$ cat src/rtl/npc_pkg.sv
package npc_pkg;

  typedef enum logic [3:0] {
    XF_NONE = 4'd0,
    XF_BEQ  = 4'd1,
    XF_BNE  = 4'd2,
    XF_BLEZ = 4'd3,
    XF_BGTZ = 4'd4,
    XF_BLTZ = 4'd5,
    XF_BGEZ = 4'd6,
    XF_J    = 4'd7,
    XF_JR   = 4'd8,
    XF_JAL  = 4'd9
  } xfer_e;

  typedef enum logic {
    S_IDLE = 1'b0,
    S_SLOT = 1'b1
  } slot_st_e;

  function automatic logic is_xfer(input logic [3:0] k);
    return (k >= 4'd1) && (k <= 4'd9);
  endfunction

endpackage

$ cat src/rtl/npc_cond.sv
module npc_cond
  import npc_pkg::*;
#(
  parameter int XLEN = 32
) (
  input  logic [3:0]      kind_i,
  input  logic [XLEN-1:0] a_i,
  input  logic [XLEN-1:0] b_i,
  output logic            ok_o
);

  logic neg, zero, eq;

  always_comb begin
    neg  = a_i[XLEN-1];
    zero = (a_i == '0);
    eq   = (a_i == b_i);
    unique case (kind_i)
      XF_BEQ:                ok_o = eq;
      XF_BNE:                ok_o = !eq;
      XF_BLEZ:               ok_o = neg || zero;
      XF_BGTZ:               ok_o = !neg && !zero;
      XF_BLTZ:               ok_o = neg;
      XF_BGEZ:               ok_o = !neg;
      XF_J, XF_JR, XF_JAL:   ok_o = 1'b1;
      default:               ok_o = 1'b0;
    endcase
  end

endmodule

$ cat src/rtl/npc_target.sv
module npc_target
  import npc_pkg::*;
#(
  parameter int XLEN  = 32,
  parameter int OFF_W = 16,
  parameter int IDX_W = 26
) (
  input  logic [XLEN-1:0]  pc_i,
  input  logic [3:0]       kind_i,
  input  logic [OFF_W-1:0] off_i,
  input  logic [IDX_W-1:0] idx_i,
  input  logic [XLEN-1:0]  rs_i,
  output logic [XLEN-1:0]  pc4_o,
  output logic [XLEN-1:0]  tgt_o
);

  localparam int HI_W  = XLEN - IDX_W - 2;
  localparam int EXT_W = XLEN - OFF_W - 2;

  logic [XLEN-1:0] br_tgt, jmp_tgt, off_ext;

  always_comb begin
    pc4_o   = pc_i + XLEN'(4);
    off_ext = {{EXT_W{off_i[OFF_W-1]}}, off_i, 2'b00};
    br_tgt  = pc4_o + off_ext;
    jmp_tgt = {pc4_o[XLEN-1 -: HI_W], idx_i, 2'b00};
    unique case (kind_i)
      XF_J, XF_JAL: tgt_o = jmp_tgt;
      XF_JR:        tgt_o = rs_i;
      default:      tgt_o = br_tgt;
    endcase
  end

endmodule

$ cat src/rtl/npc_slot_fsm.sv
module npc_slot_fsm
  import npc_pkg::*;
#(
  parameter int XLEN = 32
) (
  input  logic            clk,
  input  logic            rst_n,
  input  logic            issue_i,
  input  logic            load_i,
  input  logic            taken_i,
  input  logic [XLEN-1:0] tgt_i,
  output logic            in_slot_o,
  output logic            pend_taken_o,
  output logic [XLEN-1:0] pend_tgt_o
);

  slot_st_e state_q, state_d;
  logic     ptaken_d;

  always_comb begin
    state_d  = state_q;
    ptaken_d = pend_taken_o;
    if (issue_i) begin
      if (state_q == S_SLOT) begin
        state_d  = S_IDLE;
        ptaken_d = 1'b0;
      end else if (load_i) begin
        state_d  = S_SLOT;
        ptaken_d = taken_i;
      end
    end
  end

  always_ff @(posedge clk or negedge rst_n) begin
    if (!rst_n) begin
      state_q      <= S_IDLE;
      pend_taken_o <= 1'b0;
    end else begin
      state_q      <= state_d;
      pend_taken_o <= ptaken_d;
    end
  end

  always_ff @(posedge clk) begin
    if (issue_i && load_i && state_q == S_IDLE) begin
      pend_tgt_o <= tgt_i;
    end
  end

  assign in_slot_o = (state_q == S_SLOT);


  slot_exit_chk: assert property (@(posedge clk) disable iff (!rst_n)
    (in_slot_o && issue_i) |=> !in_slot_o);


  slot_enter_chk: assert property (@(posedge clk) disable iff (!rst_n)
    (!in_slot_o && issue_i && load_i) |=> in_slot_o);


  hold_chk: assert property (@(posedge clk) disable iff (!rst_n)
    !issue_i |=> ($stable(in_slot_o) && $stable(pend_taken_o)));

endmodule

$ cat src/rtl/npc_unit.sv
module npc_unit
  import npc_pkg::*;
#(
  parameter int XLEN  = 32,
  parameter int OFF_W = 16,
  parameter int IDX_W = 26
) (
  input  logic             clk,
  input  logic             rst_n,
  input  logic             issue_i,
  input  logic [XLEN-1:0]  pc_i,
  input  logic [3:0]       xfer_i,
  input  logic [OFF_W-1:0] offset_i,
  input  logic [IDX_W-1:0] jidx_i,
  input  logic [XLEN-1:0]  rs_val_i,
  input  logic [XLEN-1:0]  rt_val_i,
  output logic [XLEN-1:0]  next_pc_o,
  output logic             taken_o,
  output logic [XLEN-1:0]  link_val_o,
  output logic             link_we_o,
  output logic             in_slot_o,
  output logic             slot_illegal_o
);

  logic [1:0]      rst_sync_q;
  logic            rst_int_n;
  logic            cond_ok, xfer_any, xfer_legal;
  logic            pend_taken;
  logic [XLEN-1:0] pc4, tgt, pend_tgt;

  always_ff @(posedge clk or negedge rst_n) begin
    if (!rst_n) rst_sync_q <= 2'b00;
    else        rst_sync_q <= {rst_sync_q[0], 1'b1};
  end
  assign rst_int_n = rst_sync_q[1];

  npc_cond #(.XLEN(XLEN)) u_cond (
    .kind_i (xfer_i),
    .a_i    (rs_val_i),
    .b_i    (rt_val_i),
    .ok_o   (cond_ok)
  );

  npc_target #(.XLEN(XLEN), .OFF_W(OFF_W), .IDX_W(IDX_W)) u_tgt (
    .pc_i   (pc_i),
    .kind_i (xfer_i),
    .off_i  (offset_i),
    .idx_i  (jidx_i),
    .rs_i   (rs_val_i),
    .pc4_o  (pc4),
    .tgt_o  (tgt)
  );

  npc_slot_fsm #(.XLEN(XLEN)) u_fsm (
    .clk          (clk),
    .rst_n        (rst_int_n),
    .issue_i      (issue_i),
    .load_i       (xfer_any),
    .taken_i      (cond_ok),
    .tgt_i        (tgt),
    .in_slot_o    (in_slot_o),
    .pend_taken_o (pend_taken),
    .pend_tgt_o   (pend_tgt)
  );

  always_comb begin
    xfer_any       = is_xfer(xfer_i);
    xfer_legal     = issue_i && xfer_any && !in_slot_o;
    taken_o        = xfer_legal && cond_ok;
    link_we_o      = xfer_legal && (xfer_i == XF_JAL);
    link_val_o     = pc4;
    slot_illegal_o = issue_i && xfer_any && in_slot_o;
    if (!issue_i)                       next_pc_o = pc_i;
    else if (in_slot_o && pend_taken)   next_pc_o = pend_tgt;
    else                                next_pc_o = pc4;
  end


  redirect_chk: assert property (@(posedge clk) disable iff (!rst_int_n)
    taken_o |=> (issue_i |-> next_pc_o == $past(tgt)));


  illegal_quiet_chk: assert property (@(posedge clk) disable iff (!rst_int_n)
    slot_illegal_o |-> (!taken_o && !link_we_o));


  link_chk: assert property (@(posedge clk) disable iff (!rst_int_n)
    link_we_o |-> (taken_o && link_val_o == pc_i + XLEN'(4)));


  stall_chk: assert property (@(posedge clk) disable iff (!rst_int_n)
    !issue_i |-> (next_pc_o == pc_i && !taken_o && !link_we_o));


  seq_chk: assert property (@(posedge clk) disable iff (!rst_int_n)
    (issue_i && !in_slot_o) |-> (next_pc_o == pc_i + XLEN'(4)));

endmodule

$ cat config.mk
export PLATFORM = sky130hd
export DESIGN_NAME = npc_unit
export DESIGN_NICKNAME = d
export VERILOG_FILES = /design/src/rtl/npc_pkg.sv /design/src/rtl/npc_cond.sv /design/src/rtl/npc_target.sv /design/src/rtl/npc_slot_fsm.sv /design/src/rtl/npc_unit.sv
export SDC_FILE = /design/constraint.sdc
export NUM_CORES = 1
export LEC_CHECK = 0
export ABC_AREA = 1
export BUFFER_PORTS_ARGS = -buffer_cell sky130_fd_sc_hd__buf_2
export CAP_MARGIN = 20
export CORE_MARGIN = 2
export CORE_UTILIZATION = 43
export CTS_CLUSTER_DIAMETER = 100
export CTS_CLUSTER_SIZE = 14
export DETAILED_ROUTE_END_ITERATION = 12
export PLACE_DENSITY = 0.73
export REMOVE_ABC_BUFFERS = 1
export SLEW_MARGIN = 20
export SYNTH_ARGS = -nofsm -noshare
export SYNTH_HDL_FRONTEND = slang
export SYNTH_SLANG_ARGS = --single-unit
$ cat constraint.sdc
create_clock -name clk -period 2.8 [get_ports clk]
set_input_delay 0.28 -clock clk [delete_from_list [all_inputs] [get_ports clk]]
set_output_delay 0.28 -clock clk [all_outputs]
set_load 0.05 [all_outputs]
# Yosys cells after proc, flatten, opt, wreduce, memory -nomap -nowiden
# Cells that the tools add are included.
dict set report totals {
  reg_bits 36
  elab_cells 46
  inputBits 145
  output_inout_bits 68
}
dict set report op_classes {
  n_eq_ne 10
  n_reduce_logical 19
  addsub 2
  bitwise_logic 1
  magnitude_cmp 2
  mux 8
}
# op n
set op_table {}
lappend op_table {{two-way mux 32 bit} 2}
lappend op_table {{one-hot mux 32 bit (2 select lines)} 1}
lappend op_table {{adder 32 x 3 -> 32 bit (second input constant)} 1}
lappend op_table {{adder 32 bit} 1}
lappend op_table {{equality test 32 bit} 1}
lappend op_table {{logical NOT 32 bit} 1}
lappend op_table {{equality test 4 x 3 -> 1 bit (second input constant)} 4}
lappend op_table {{logical AND 1 bit} 9}
lappend op_table {{equality test 4 x 2 -> 1 bit (second input constant)} 2}
lappend op_table {{equality test 4 bit (second input constant)} 2}
lappend op_table {{one-hot mux 1 bit (7 select lines)} 1}
lappend op_table {{equality test 4 x 1 -> 1 bit (second input constant)} 1}
lappend op_table {{>= comparator 4 x 1 -> 1 bit (second input constant)} 1}
lappend op_table {{<= comparator 4 bit (second input constant)} 1}
lappend op_table {{logical NOT 1 bit} 4}
lappend op_table {{two-way mux 1 bit} 4}
lappend op_table {{OR reduction 3 bit} 1}
lappend op_table {{AND reduction 2 bit} 1}
lappend op_table {{nonzero test 2 bit} 1}
lappend op_table {{OR reduction 2 bit} 1}
lappend op_table {{logical OR 1 bit} 1}
lappend op_table {{inverter 1 bit} 1}

# Longest topological paths before layout
dict set report depth {
  ltp_word 6
  depth_mapped 24
  mapped_depth_nobuf 24
}

# Modules after synthesis
# A second synthesis with hierarchy kept.
dict set report hier_totals {
  hier_cells 1002
  hier_area_um2 6163.4
}
# mod seq_area_each_um2 cells_each area_each_um2 n_inst
set modules_own_cells {}
lappend modules_own_cells {npc_target 0.0 648 3413.3 1}
lappend modules_own_cells {npc_slot_fsm 1011.0 42 1051.0 1}
lappend modules_own_cells {npc_unit 50.0 162 967.2 1}
lappend modules_own_cells {npc_cond 0.0 150 732.0 1}

# Least setup slack after synthesis
# No wires, ideal clock.
dict set report synth_timing {
  kind {input -> register}
  start {input pc_i[2]}
  end {register u_fsm.pend_tgt_o[29] (data pin)}
  path_slack_ps -484
  setup_time_ps 254
  path_buffers 0
  arrival_time_ps 3031
  stages 17
  required_ps 2546
  path_cell_list {ha_1 > nand3_1 > inv_2 > nand2_2 > nor2_4 > nand3_4 > xnor2_1 > ha_1 > a21oi_1 > o21a_1 > nand2_1 > inv_1 > nor2_1 > nor2_1 > nand3_1 > nand3_1 > nand2_1}
}
dict set report synth_via {
  elab_chain_cells 3
}
# element line
set synth_lines {}
lappend synth_lines {{start, declared} npc_unit.sv:11} ;# input logic [XLEN-1:0] pc_i,
lappend synth_lines {{adder 32 x 3 -> 32 bit} npc_target.sv:23} ;# pc4_o = pc_i + XLEN'(4);
lappend synth_lines {{via link_val_o[20]} npc_unit.sv:19} ;# output logic [XLEN-1:0] link_val_o,
lappend synth_lines {{adder 32 bit} npc_target.sv:25} ;# br_tgt = pc4_o + off_ext;
lappend synth_lines {{one-hot mux 32 bit (2 select lines)} npc_target.sv:27} ;# unique case (kind_i)
lappend synth_lines {{via tgt[29]} npc_unit.sv:29} ;# logic [XLEN-1:0] pc4, tgt, pend_tgt;
lappend synth_lines {{end signal, assigned} npc_slot_fsm.sv:46} ;# pend_tgt_o <= tgt_i;
lappend synth_lines {{end, declared} npc_slot_fsm.sv:14} ;# output logic [XLEN-1:0] pend_tgt_o
# The timed path passes the listed nets, and every way through them passes these cells.
# A chain may end at the register's enable or synchronous reset.

# Worst setup path in the final report
dict set report layout_timing {
  start {input pc_i[2]}
  end {register u_fsm.pend_tgt_o[28] (data pin)}
}
dict set report layout_via {
  elab_chain_cells 3
}
# element line
set layout_lines {}
lappend layout_lines {{adder 32 x 3 -> 32 bit *} npc_target.sv:23}
lappend layout_lines {{adder 32 bit} npc_target.sv:25}
lappend layout_lines {{one-hot mux 32 bit (2 select lines) *} npc_target.sv:27}
lappend layout_lines {{via tgt[28]} npc_unit.sv:29}
# The timed path passes the listed nets; every way through them passes the cells marked *.

==> metrics.yaml <==
crit_type: "in -> reg"
synth.distinct_cells: 47
row_count: 43
synth_area_leaders: "nand2_1 23%, edfxtp_1 16%, inv_1 9.4%"
timing.rr.end: "u_fsm.pend_tgt_o[15]"
setup_violations: 0
clock_skew_ns: 0.00631
path_max_fanout: 5
drc: 0
synth-main-ff-cell: "edfxtp_1"
instances_no_fill: 1542
routed_wl_um: 23900
crit_arrival_ns: 2.69
cap_viol_max_count: 0
relSlewSlack_pct: 42.7
rsz0062_at_grt: "yes"
num_antenna_cells: 0
seq_area_frac_synth_pct: 17.8
grt_usage_pct: 31.2
ys.warnings.count: 0
max_freq_mhz: 378
yosysTopAreaCell: "nand2_1"
avgRoutedWirePerCell_um: 15.5
gp_congestion: 0.973
cts.sinks: 36
cts-buffers-inserted: 5
layout_common_cells: "355 x nand2_1, 212 x buf_2, 149 x inv_1, 129 x buf_4, 97 x nor2_1"
ant_nets: 0
hold_path_class: "reg -> async"
r2r-start: "u_fsm.in_slot_o"
place_ws_ns: -0.295
dieHeight_um: 122
dp_hpwl_um: 19900
postLayoutCoreUtil_pct: 62.5
grt_pass1_wl_um: 36200
h-tree-depth: 2
fin_ws_ns: 0.152
cts_buffer_depth: 2
drive_gt1_share_pct: 32.4
rr_worst_depth: 2
fill_cells: 1325
required_ns: 2.84
io_buffers: 212
synth_top_area_share_pct: 22.6
overflow: 0
initial_utilization_pct: 43.5
async_flop_share_pct: 11.1
dr.pass1.iters: 5
insertion_delay_ns: 0.29
synth_edf_count: 32
dr_total_vias: 7968
p_per_area_mw_per_mm2: 331
cts-root-buf: "clkbuf_16"
vias_per_cell: 5.17
placed_cells: 1533
die_w_um: 122
ir_drop_mv: 0.244
end_kind: "flip-flop"
start_kind: "primary input"
ff2ff_setup_slack_ns: 1.37
drv_slew: 0
drtIter0Drc: 775
netlist_area_mm2: 0.00597
hold_violations: 0
pin_count: 213
status: "finished, final reports clean"
leakagePower_nw: 4.55
ys_seq_elements: 36
worstMarginPinSlew_ns: 0.858
syn_avg_cell_area_um2: 5.80
antenna_found_initial: 0
syn_to_final_growth_pct: 43.5
grt_max_degree: 34
path_clk_slew_ns: 0.06
fin_nets: 1542
min_period_ns: 2.65
grt_pass1_vias: 7252
die_area_mm2: 0.0149
core-area_mm2: 0.0137
synth_cells: 1030
mostFrequentLayoutCell: "nand2_1"
cts_setup_buffers: 0
cts_tree: "done"
fin_crit_sh_pct: 94.6
## how the worst max path moves through the flow
stage / slack (ns) / from / endpoint / depth (start not counted)
final: 0.15 / pc_i[2] / u_fsm.pend_tgt_o[28] / 17
after global routing: -0.06 / pc_i[2] / u_fsm.pend_tgt_o[31] / 21
after CTS: 0.05 / pc_i[2] / u_fsm.pend_tgt_o[27] / 17
after detailed placement: -0.29 / pc_i[2] / u_fsm.pend_tgt_o[23] / 19
after global placement: -0.26 / pc_i[2] / u_fsm.pend_tgt_o[23] / 19
after floorplan: -0.57 / issue_i / taken_o / 6
## routing by layer
layer	vias to the layer above	GRT usage, %	part of all wire, %
li1	3988	-	-
met1	3573	42.5	44
met2	375	52.6	46
met3	32	2.76	7.7
met4	0	9.34	2.5
met5	-	0	0
## cells in the mapped netlist, types with 2 or more instances
| library cell | count |
|---|---|
| nor2_2 | 10 |
| clkbuf_1 | 10 |
| nor3_2 | 2 |
| a21oi_1 | 35 |
| o21bai_2 | 2 |
| nor3_1 | 8 |
| nand4_1 | 14 |
| o21bai_1 | 5 |
| xnor2_1 | 14 |
| o21a_1 | 3 |
| inv_1 | 150 |
| buf_4 | 2 |
| xor2_1 | 15 |
| nor4_1 | 2 |
| nand2_1 | 360 |
| nand3_1 | 62 |
| o21ai_1 | 12 |
| and2_1 | 3 |
| o21ai_0 | 35 |
| nand2_2 | 8 |
| ha_1 | 35 |
| or2_2 | 4 |
| nor2_1 | 112 |
| a22oi_1 | 40 |
| dfrtp_1 | 4 |
| edfxtp_1 | 32 |
| o22ai_1 | 3 |
| nand3b_1 | 4 |
| inv_2 | 3 |
| o211ai_1 | 14 |
| a21o_1 | 2 |
| nor2_4 | 6 |
| buf_2 | 5 |
## through the flow
stage	total power [W]	area [µm²]	hold slack (ns)	TNS, ns
2_1_floorplan	0.00158	5890	-0.0156	-13.42
3_3_place_gp	0.00220	8160	0.0223	-2.18
3_5_place_dp	0.00221	8160	0.0213	-2.64
4_1_cts	0.00276	8300	0.0264	0
5_1_grt	0.00301	8570	0.0328	-0.283
6_report	0.00284	8570	0.0267	0
## area by class of cell
cell class / count / area (µm²) / share of cell area [%]
flip-flops and latches: 36 / 1060 / 12.4
repair buffers: 342 / 2040 / 23.8
well taps: 180 / 225 / 2.63
multi-input cells: 822 / 4530 / 52.9
clock buffers: 7 / 133 / 1.55
clock inverters: 1 / 5.00 / 0.0584
inverters: 154 / 578 / 6.74
## sequential cells by signal, indices dropped and copies added, names as in the netlist
signal	count
rst_sync_q	2
u_fsm.in_slot_o	1
u_fsm.pend_taken_o	1
u_fsm.pend_tgt_o	32
## worst max-delay path: stages
cell	delay, ns
buf_2	0.12
buf_4	0.12
ha_1	0.17
nand2_2	0.10
nor3_4	0.26
xor2_1	0.20
inv_1	0.11
ha_4	0.32
nand2_1	0.12
buf_4	0.17
buf_4	0.12
nor4_2	0.24
nand2_1	0.12
nand2_1	0.08
nand2_1	0.04
nand3_1	0.06
nand2_1	0.05
## cell families (layout without fill, tap and decap cells)
logic type      count (synthesis)  after routing  share of synthesized area, %
flops                          36             36                          17.8
buf+inv                       172            504                          11.0
simple gates                  601            601                          43.0
xor+xnor                       29             29                          4.25
fa+ha+maj                      36             36                          7.66
other cells                     1              1                        0.0628
compound gates                155            155                          16.2
## report_power, final
group | switching, W | internal, W
Clock | 0.000220 | 0.000329
Combinational | 0.00104 | 0.000578
Sequential | 0.0000178 | 0.000655
Total | 0.00128 | 0.00156
## repair_timing
action / 4_1_cts / 5_1_grt
cloned: 0 / 0
hold endpoints to repair: 2 / 0
hold buffers: 1 / 0
setup endpoints to repair: 1 / 16
resized for setup: 1 / 64
pin swaps: 0 / 6
(Power assumes the default switching activity.)
